File: src/rtl/pis_pkg.sv
package pis_pkg;
  localparam logic [2:0] ST_IDLE    = 3'b000;
  localparam logic [2:0] ST_WAIT    = 3'b010;
  localparam logic [2:0] ST_STACKED = 3'b011;
  localparam logic [2:0] ST_SELECT  = 3'b111;
  localparam logic [2:0] ST_TAKEN   = 3'b101;
  localparam logic [2:0] ST_ROUTINE = 3'b001;
endpackage

File: src/rtl/pis_fsm.sv
module pis_fsm
  import pis_pkg::*;
(
  input  logic       clk,
  input  logic       rst,
  input  logic       avail,
  input  logic       grant,
  input  logic       sel_done,
  input  logic       ack,
  output logic [2:0] state_q,
  output logic [2:0] state_d,
  output logic       illegal_d
);
  always_comb begin
    state_d   = state_q;
    illegal_d = 1'b0;
    case (state_q)
      ST_IDLE:    if (avail)    state_d = ST_WAIT;
      ST_WAIT:                  state_d = ST_STACKED;
      ST_STACKED: if (grant)    state_d = ST_SELECT;
      ST_SELECT:  if (sel_done) state_d = ST_TAKEN;
      ST_TAKEN:                 state_d = ST_ROUTINE;
      ST_ROUTINE: if (ack)      state_d = ST_IDLE;
      default: begin
        state_d   = ST_IDLE;
        illegal_d = 1'b1;
      end
    endcase
  end

  always_ff @(posedge clk) begin
    if (rst) state_q <= ST_IDLE;
    else     state_q <= state_d;
  end

  // idle holds without a status-available strobe
  a_r2_idle_hold: assert property (@(posedge clk) disable iff (rst)
    (state_q == ST_IDLE && !avail) |=> state_q == ST_IDLE);
  // request step waits for the grant
  a_r4_wait_grant: assert property (@(posedge clk) disable iff (rst)
    (state_q == ST_STACKED && !grant) |=> state_q == ST_STACKED);
  // selection step waits for completion
  a_r5_wait_sel: assert property (@(posedge clk) disable iff (rst)
    (state_q == ST_SELECT && !sel_done) |=> state_q == ST_SELECT);
  // status-taken step lasts one cycle
  a_r6_taken_once: assert property (@(posedge clk) disable iff (rst)
    state_q == ST_TAKEN |=> state_q == ST_ROUTINE);
  // undefined codes are never held
  a_r10_no_illegal: assert property (@(posedge clk) disable iff (rst)
    state_q != 3'b100 && state_q != 3'b110);
endmodule

File: src/rtl/pis_stack.sv
module pis_stack
  import pis_pkg::*;
#(
  parameter int STAT_W = 8
) (
  input  logic              clk,
  input  logic              rst,
  input  logic [2:0]        state_q,
  input  logic [STAT_W-1:0] status_in,
  output logic [STAT_W-1:0] status_q
);
  logic capture;
  assign capture = (state_q == ST_WAIT);

  always_ff @(posedge clk) begin
    if (rst)          status_q <= '0;
    else if (capture) status_q <= status_in;
  end

  // held except at the capture edge
  a_r9_status_hold: assert property (@(posedge clk) disable iff (rst)
    (state_q != ST_WAIT) |=> $stable(status_q));
endmodule

File: src/rtl/pis_out.sv
module pis_out
  import pis_pkg::*;
(
  input  logic       clk,
  input  logic       rst,
  input  logic [2:0] state_q,
  input  logic [2:0] state_d,
  input  logic       illegal_d,
  input  logic       ack,
  output logic       cc_req,
  output logic       sel_out,
  output logic       int_req,
  output logic       cmd_out,
  output logic       illegal
);
  logic reply_d;
  assign reply_d = (state_q == ST_ROUTINE) && ack;

  always_ff @(posedge clk) begin
    if (rst) begin
      cc_req  <= 1'b0;
      sel_out <= 1'b0;
      int_req <= 1'b0;
      cmd_out <= 1'b0;
      illegal <= 1'b0;
    end else begin
      cc_req  <= (state_d == ST_STACKED);
      sel_out <= (state_d == ST_SELECT);
      int_req <= (state_d == ST_TAKEN) || (state_d == ST_ROUTINE);
      cmd_out <= reply_d;
      illegal <= illegal_d;
    end
  end

  // acknowledgement in the routine step yields command-out
  a_r7_reply: assert property (@(posedge clk) disable iff (rst)
    (state_q == ST_ROUTINE && ack) |=> cmd_out && state_q == ST_IDLE);
  // command-out lasts a single cycle
  a_r7_pulse: assert property (@(posedge clk) disable iff (rst)
    cmd_out |=> !cmd_out);
  // request visible only while waiting for the common channel
  a_r4_req_match: assert property (@(posedge clk) disable iff (rst)
    cc_req == (state_q == ST_STACKED));
endmodule

File: src/rtl/poll_int_seq.sv
module poll_int_seq #(
  parameter int STAT_W = 8
) (
  input  logic              clk,
  input  logic              rst,
  input  logic              dev_status_avail,
  input  logic [STAT_W-1:0] dev_status,
  input  logic              cc_grant,
  input  logic              sel_done,
  input  logic              cpu_ack,
  output logic              cc_req,
  output logic              sel_out,
  output logic              int_req,
  output logic              cmd_out,
  output logic              illegal_code,
  output logic [2:0]        seq_state,
  output logic [STAT_W-1:0] stacked_status
);
  logic [2:0] st_q;
  logic [2:0] st_d;
  logic       ill_d;

  pis_fsm i_fsm (
    .clk(clk), .rst(rst), .avail(dev_status_avail), .grant(cc_grant),
    .sel_done(sel_done), .ack(cpu_ack),
    .state_q(st_q), .state_d(st_d), .illegal_d(ill_d)
  );

  pis_stack #(.STAT_W(STAT_W)) i_stack (
    .clk(clk), .rst(rst), .state_q(st_q),
    .status_in(dev_status), .status_q(stacked_status)
  );

  pis_out i_out (
    .clk(clk), .rst(rst), .state_q(st_q), .state_d(st_d),
    .illegal_d(ill_d), .ack(cpu_ack),
    .cc_req(cc_req), .sel_out(sel_out), .int_req(int_req),
    .cmd_out(cmd_out), .illegal(illegal_code)
  );

  assign seq_state = st_q;
endmodule

File: config.mk
export PLATFORM = sky130hd
export DESIGN_NAME = poll_int_seq
export DESIGN_NICKNAME = d
export VERILOG_FILES = /design/src/rtl/pis_pkg.sv /design/src/rtl/pis_fsm.sv /design/src/rtl/pis_stack.sv /design/src/rtl/pis_out.sv /design/src/rtl/poll_int_seq.sv
export SDC_FILE = /design/constraint.sdc
export NUM_CORES = 1
export LEC_CHECK = 0
export ABC_AREA = 1
export BUFFER_PORTS_ARGS = -buffer_cell sky130_fd_sc_hd__buf_2
export CAP_MARGIN = 20
export CORE_MARGIN = 4
export CORE_UTILIZATION = 47
export DETAILED_ROUTE_END_ITERATION = 6
export PLACE_DENSITY = 0.81
export SYNTH_ARGS = -nofsm -noshare
export SYNTH_HDL_FRONTEND = slang
export SYNTH_HIERARCHICAL = 1
export SYNTH_SLANG_ARGS = --single-unit
File: constraint.sdc
create_clock -name clk -period 2.6 [get_ports clk]
set_input_delay 0.52 -clock clk [delete_from_list [all_inputs] [get_ports clk]]
set_output_delay 0.52 -clock clk [all_outputs]
set_load 0.02 [all_outputs]
==> results.toml, run 1 <==
[route]
post-route-drc-count = 0
wl_per_cell_um = 8.944
initialDrtViolationCount = 10
dr_total_vias = 618
drtAntennaViolNets = 0
detail_route.first_pass.iterations = 5
totalWireLength_um = 1270
via_per_inst = 4.352

[synth]
synthCells = 95
synth_seq_area_share = 0.4830
synth.ff_latch_count = 16
netlist_area_sq_um = 663.1
async_set_reset_flop_share_out_of_synthesis = 0
synth_top_area_frac = 0.4830
synth_top_flop_cell = "sky130_fd_sc_hd__dfxtp_1"
synth.lib_cells_used.distinct = 14
synth.mux.area_fraction = 0
syn_area_per_cell_sq_um = 6.980
synthesis.yosys.warnings = 6
synth.net_count = 109
largest_family_of_logic_cells_by_synthesized_area = "simple AND/OR/NAND/NOR gates"
synth-compound-area-share = 0.01509
synthAdderAreaFrac = 0
yosys.area.top_type = "sky130_fd_sc_hd__dfxtp_1"
synth.cells.most_frequent = "23 x sky130_fd_sc_hd__nand2_1, 23 x sky130_fd_sc_hd__nor2_1, 17 x sky130_fd_sc_hd__inv_1"
post_synth_and_or_nand_nor_area_fraction = 0.3717
synth_enable_flop_cells = 0
yosys.area_share.xor_xnor = 0
synth_area_leaders = "sky130_fd_sc_hd__dfxtp_1 48%, sky130_fd_sc_hd__nand2_1 13%, sky130_fd_sc_hd__nor2_1 13%, sky130_fd_sc_hd__inv_1 9.6%, sky130_fd_sc_hd__nand2_2 2.8%"

[die]
die_height_um = 45.56
coreArea_sq_mm = 0.001318
initial_core_util = 0.5033
floorplan.die_area_sq_mm = 0.002076
placement_rows = 13
top_level_ports = 30
die_width_um = 45.56

[cts]
postCtsResizedCells = 0
cts.repair_timing.setup_buffer_count = 0
cts-root-buf = "sky130_fd_sc_hd__clkbuf_4"
cts_hold_buf = 0
cts_max_path_buffers = 2
cts_max_level = 1
clk_pin_slew_ns = 0.09
clkSinkCount = 16
tritoncts = "done"
number_of_clock_buffers_inserted_by_tritoncts = 3
clock_latency_ns = 0.28

[critical_path]
worst_r2r_startpoint = "i_fsm/state_q[2]"
worstSetupStartpointType = "flop"
timing.critical_path.fanout_max = 8
reg2reg_depth = 7
rr_endpoint = "i_out/cc_req"
critical-path-slowest-cell = "sky130_fd_sc_hd__dfxtp_1"
reg2reg_slack_ns = 1.51
path_buf_inv = 1
worst_path_dominant_cell_family = "flip-flops"
stage_delay_of_the_slowest_cell_on_the_critical_path_ns = 0.49
worstSetupPathType = "flop to primary output"
critical_path_depth = 1
path_cells = "buf_2"
worst_ep_arrival_time_ns = 0.99
worstSetupEndpointType = "primary output"
worst_ep_required_time_ns = 2.08

[finish]
regArea_sq_um = 320.3
multi_input_area_sq_um = 256.5
fill_cells = 112
antennaDiodeCount = 0
finish.utilization = 0.6467
post_route_cells_drive_above_1_share = 0.3386
area_growth_pct = 28.49
net_count_of_the_finished_layout = 142
stdcell_count = 142

[timing]
hold_ws_ns = 0.4515
worst_pin_slew_ns = 0.2786
layout_min_cycle_time_ns = 1.514
setup_slack_ns = 1.086
max_freq_mhz = 660.7
timing.max_slew.rel_slack = 0.8140
final_setup_viols = 0
grt_setup_unrepaired = "no"
finalHoldViolations = 0
final_max_slew_viol_count = 0
setup-tns-final_ns = 0
clock_skew_after_layout_ns = 0.003526
final_worst_path_period_share = 0.5821

[grt]
track_usage = 0.1477
grt_start_max_net_pins = 17
grt_antenna_before_repair = 0
globalRoute.totalOverflow = 0
grt_pass1_wl_um = 2152
grt_pass1_vias = 526
globalRouteMet2Util = 0.2117
met1_usage = 0.1739
use_met3 = 0.05534
layer_with_the_highest_usage = "met2"

[power]
worst_case_vdd_ir_drop_mv = 0.3576
power.leakage_nw = 0.4761
power_density_mw_per_mm2 = 642.4

[hold_path]
min_to = "i_stack/status_q[5]"
worst_hold_path.num_cells = 3
min-delay-start = "dev_status[5]"
hp-class = "input pin to flop"

[placed_design]
gpl.final_weighted_congestion = 0.7400
io_port_bufs = 29
dp_slack_ns = 1.386
dp.final_hpwl_um = 986.8
number_of_placed_cells_counting_well_taps = 138

[status]
run_status = "finished, final reports clean"

[run]
cap_violations = 0
[through the flow]
stage               cell area (sq um)  power [mW]
finish                          852.1      0.5474
global route                    852.1      0.5848
CTS                             852.1      0.5571
detailed placement              815.8      0.3935
global placement                815.8      0.3904
floorplan                       663.1      0.3593
[layout make-up]
| type | instances | area share |
|---|---|---|
| Inverter | 20 | 0.08811 |
| Timing Repair Buffer | 29 | 0.1703 |
| Tap cell | 15 | 0.02203 |
| Multi-Input combinational cell | 58 | 0.3010 |
| Sequential cell | 16 | 0.3759 |
| Clock buffer | 4 | 0.04258 |
[worst max-delay path by stage]
| stage | endpoint | start |
|---|---|---|
| 2_1_floorplan | i_out/cc_req | i_fsm/state_q[2] |
| 3_3_place_gp | seq_state[0] | i_fsm/state_q[0] |
| 3_5_place_dp | i_out/cc_req | dev_status_avail |
| 4_1_cts | seq_state[0] | i_fsm/state_q[0] |
| 5_1_grt | seq_state[0] | i_fsm/state_q[0] |
| 6_report | seq_state[0] | i_fsm/state_q[0] |
[cell usage in the layout (no fill, tap or decap)]
cell type | synthesis | routed
sky130_fd_sc_hd__a21oi_1 | 1 | 1
sky130_fd_sc_hd__buf_2 | 0 | 29
sky130_fd_sc_hd__clkbuf_4 | 0 | 3
sky130_fd_sc_hd__clkbuf_8 | 0 | 1
sky130_fd_sc_hd__dfxtp_1 | 16 | 16
sky130_fd_sc_hd__inv_1 | 17 | 17
sky130_fd_sc_hd__inv_2 | 3 | 3
sky130_fd_sc_hd__nand2_1 | 23 | 23
sky130_fd_sc_hd__nand2_2 | 3 | 3
sky130_fd_sc_hd__nand3_1 | 2 | 2
sky130_fd_sc_hd__nand3_2 | 1 | 1
sky130_fd_sc_hd__nand3_4 | 1 | 1
sky130_fd_sc_hd__nor2_1 | 23 | 23
sky130_fd_sc_hd__nor2_2 | 2 | 2
sky130_fd_sc_hd__nor3_1 | 1 | 1
sky130_fd_sc_hd__o21ai_0 | 1 | 1
[flip-flops by register name (all words and copies together) (netlist names)]
signal	count
i_fsm/state_q	3
i_out/cc_req	1
i_out/cmd_out	1
i_out/illegal	1
i_out/int_req	1
i_out/sel_out	1
i_stack/status_q	8
[layer usage]
metal	vias up	routed length, um
met5	-	0
met4	0	25
met3	2	146
met2	26	510
met1	252	589
li1	338	-
[cells by family (layout without fill, tap and decap cells)]
kind of cell / count (synthesis) / after routing
and+or+nand+nor: 56 / 56
buffers and inverters: 21 / 53
DFF: 16 / 16
AOI/OAI and AO/OA: 2 / 2
[power by group]
part / internal [mW] / total (mW) / leakage (nW) / switching (mW)
Sequential: 0.263 / 0.276 / 0.131 / 0.0124
Combinational: 0.0404 / 0.111 / 0.324 / 0.0707
Clock: 0.0853 / 0.161 / 0.0210 / 0.0753
Total: 0.389 / 0.547 / 0.476 / 0.158
No activity file was read; power rests on OpenSTA's default activity.
==> run 2, diff against run 1 <==
- ABC_AREA: 1 -> 0
- CORE_UTILIZATION: 47 -> 44
- PLACE_DENSITY: 0.81 -> 0.76
- clock period: 2.6 -> 1.5 ns (I/O delays scaled with it)
==> run 2 against run 1 <==
Net effect: power is 59% higher; design area is 0.15% higher; synthesized area is 1.9% higher; critical path type unchanged; largest cell class is now multi-input gates; highest routed layer unchanged.
==> results.toml, run 2 <==
[route]
detail_route.first_pass.iterations = 4
dr_total_vias = 549
post-route-drc-count = 0
initialDrtViolationCount = 8
via_per_inst = 4.902
totalWireLength_um = 1217
wl_per_cell_um = 10.87
drtAntennaViolNets = 0

[finish]
post_route_cells_drive_above_1_share = 0.4124
layout_commonest_cell = "sky130_fd_sc_hd__buf_2"
stdcell_count = 112
net_count_of_the_finished_layout = 113
largest_register_ff_count = 8
fill_cells = 128
leading_cell_types_in_the_layout_fill_and_taps_excluded = "29 x sky130_fd_sc_hd__buf_2, 17 x sky130_fd_sc_hd__nand2b_1, 16 x sky130_fd_sc_hd__dfxtp_1"
antennaDiodeCount = 0
registers.top_by_ff_count = "i_stack/status_q"
regArea_sq_um = 320.3
area_growth_pct = 26.30
multi_input_area_sq_um = 324.1
largest_registers = "i_stack/status_q: 8 flops, i_fsm/state_q: 3 flops"

[placed_design]
io_port_bufs = 29
dp.final_hpwl_um = 942.1
gpl.final_weighted_congestion = 0.6904
number_of_placed_cells_counting_well_taps = 109

[synth]
yosys.cell_count.top_type = "sky130_fd_sc_hd__nand2b_1"
netlist_area_sq_um = 675.6
synth_seq_area_share = 0.4741
synth.net_count = 80
yosys.area.top_type = "sky130_fd_sc_hd__dfxtp_1"
synthCells = 66
synth_area_leaders = "sky130_fd_sc_hd__dfxtp_1 47%, sky130_fd_sc_hd__nand2b_1 16%, sky130_fd_sc_hd__mux2i_1 12%, sky130_fd_sc_hd__and2b_2 2.6%, sky130_fd_sc_hd__and4bb_2 1.9%"
synth_enable_flop_cells = 0
synth.cells.most_frequent = "17 x sky130_fd_sc_hd__nand2b_1, 16 x sky130_fd_sc_hd__dfxtp_1, 8 x sky130_fd_sc_hd__mux2i_1"
async_set_reset_flop_share_out_of_synthesis = 0
synth.ff_latch_count = 16
synthesis.yosys.warnings = 6
synth_top_flop_cell = "sky130_fd_sc_hd__dfxtp_1"
synth.lib_cells_used.distinct = 22
syn_area_per_cell_sq_um = 10.24
synth_top_area_frac = 0.4741

[critical_path]
path_cells = "buf_2"
worstSetupEndpointType = "primary output"
worst_ep_arrival_time_ns = 0.97
path_buf_inv = 1
worst_path_dominant_cell_family = "flip-flops"
critical-path-slowest-cell = "sky130_fd_sc_hd__dfxtp_1"
worstSetupPathType = "flop to primary output"
stage_delay_of_the_slowest_cell_on_the_critical_path_ns = 0.48
timing.critical_path.fanout_max = 9
worstSetupStartpointType = "flop"
worst_ep_required_time_ns = 1.20

[cts]
postCtsResizedCells = 0
clk_pin_slew_ns = 0.09
cts_max_path_buffers = 2
tritoncts = "done"
clock_latency_ns = 0.27
cts_hold_buf = 0
cts-root-buf = "sky130_fd_sc_hd__clkbuf_4"
cts_max_level = 1
cts.repair_timing.setup_buffer_count = 0
clkSinkCount = 16
number_of_clock_buffers_inserted_by_tritoncts = 3

[grt]
track_usage = 0.1227
grt_start_max_net_pins = 26
grt_pass1_vias = 506
grt_pass1_wl_um = 1973
globalRoute.totalOverflow = 0
grt_antenna_before_repair = 0

[timing]
final_setup_viols = 0
clock_skew_after_layout_ns = 0.005616
final_worst_path_period_share = 0.8449
final_max_slew_viol_count = 0
worst_pin_slew_ns = 0.3328
setup-tns-final_ns = 0
timing.max_slew.rel_slack = 0.7781
layout_min_cycle_time_ns = 1.267
max_freq_mhz = 789.0
grt_setup_unrepaired = "no"
finalHoldViolations = 0

[die]
die_height_um = 47.19
die_width_um = 47.19
initial_core_util = 0.4945
floorplan.die_area_sq_mm = 0.002226
top_level_ports = 30
placement_rows = 13
coreArea_sq_mm = 0.001366

[run]
cap_violations = 0

[power]
power_density_mw_per_mm2 = 1018
worst_case_vdd_ir_drop_mv = 0.5802
power.leakage_nw = 0.4158

[hold_path]
hp-class = "input pin to flop"

[status]
run_status = "finished, final reports clean"
## run 2: cell count changes after synthesis, moves of 2 or more
cell	change
sky130_fd_sc_hd__nand3_1	-2
sky130_fd_sc_hd__mux2i_1	+8
sky130_fd_sc_hd__nand2b_1	+17
sky130_fd_sc_hd__inv_1	-14
sky130_fd_sc_hd__inv_2	-2
sky130_fd_sc_hd__nand2_1	-21
sky130_fd_sc_hd__and2b_2	+2
sky130_fd_sc_hd__nand2_2	-3
sky130_fd_sc_hd__nor2_1	-20
sky130_fd_sc_hd__nor2_2	-2
## run 2: power by group
part | total, mW | switching [mW] | internal, mW
registers | 0.475 | 0.0203 | 0.455
logic | 0.182 | 0.0999 | 0.0819
clock network | 0.212 | 0.119 | 0.0927
## run 2: logic make-up after synthesis
kind of cell / share of synthesized area
compound gates: 0.04998
simple gates: 0.3111
flops: 0.4741
buf+inv: 0.04628
mux: 0.1185
## run 2: per-stage QoR
stage	instance area [sq um]	util	power [mW]	hold WS, ns	worst slack [ns]
floorplan	675.6	-	0.6080	0.3691	0.2400
global placement	830.8	0.6081	0.6652	0.4548	0.3445
detailed placement	830.8	0.6081	0.6684	0.4635	0.3020
CTS	853.3	0.6245	0.8748	0.2772	0.2187
global route	853.3	0.6245	0.9164	0.2778	0.1580
finish	853.3	0.6245	0.8690	0.2762	0.2326
## run 2: area by class of cell
cell class,instances,area share
Tap cell,15,0.02199
Inverter,4,0.01760
Timing Repair Buffer,30,0.1789
Sequential cell,16,0.3754
Clock buffer,3,0.02639
Multi-Input combinational cell,44,0.3798
## run 2: path summary, 6_finish.rpt
kind                       start                  end  slack [ns]  depth (start not counted)
max             i_fsm/state_q[2]         seq_state[2]        0.23                          1
min                dev_status[4]  i_stack/status_q[4]        0.28                          3
max reg2reg     i_fsm/state_q[2]         i_out/cc_req        0.30                          3
min reg2reg  i_stack/status_q[4]  i_stack/status_q[4]        0.47                          2
## run 2: layer usage
layer | routed length (um) | track usage
met5 | 0 | 0
met3 | 105 | 0.03448
met1 | 568 | 0.1533
met2 | 534 | 0.2060
met4 | 9 | 0.03315
## run 2: worst reg2reg max path, delay by kind of cell (launching register included)
family | cells | cell delay (ns)
simple gates | 1 | 0.22
flops | 1 | 0.48
compound gates | 2 | 0.41
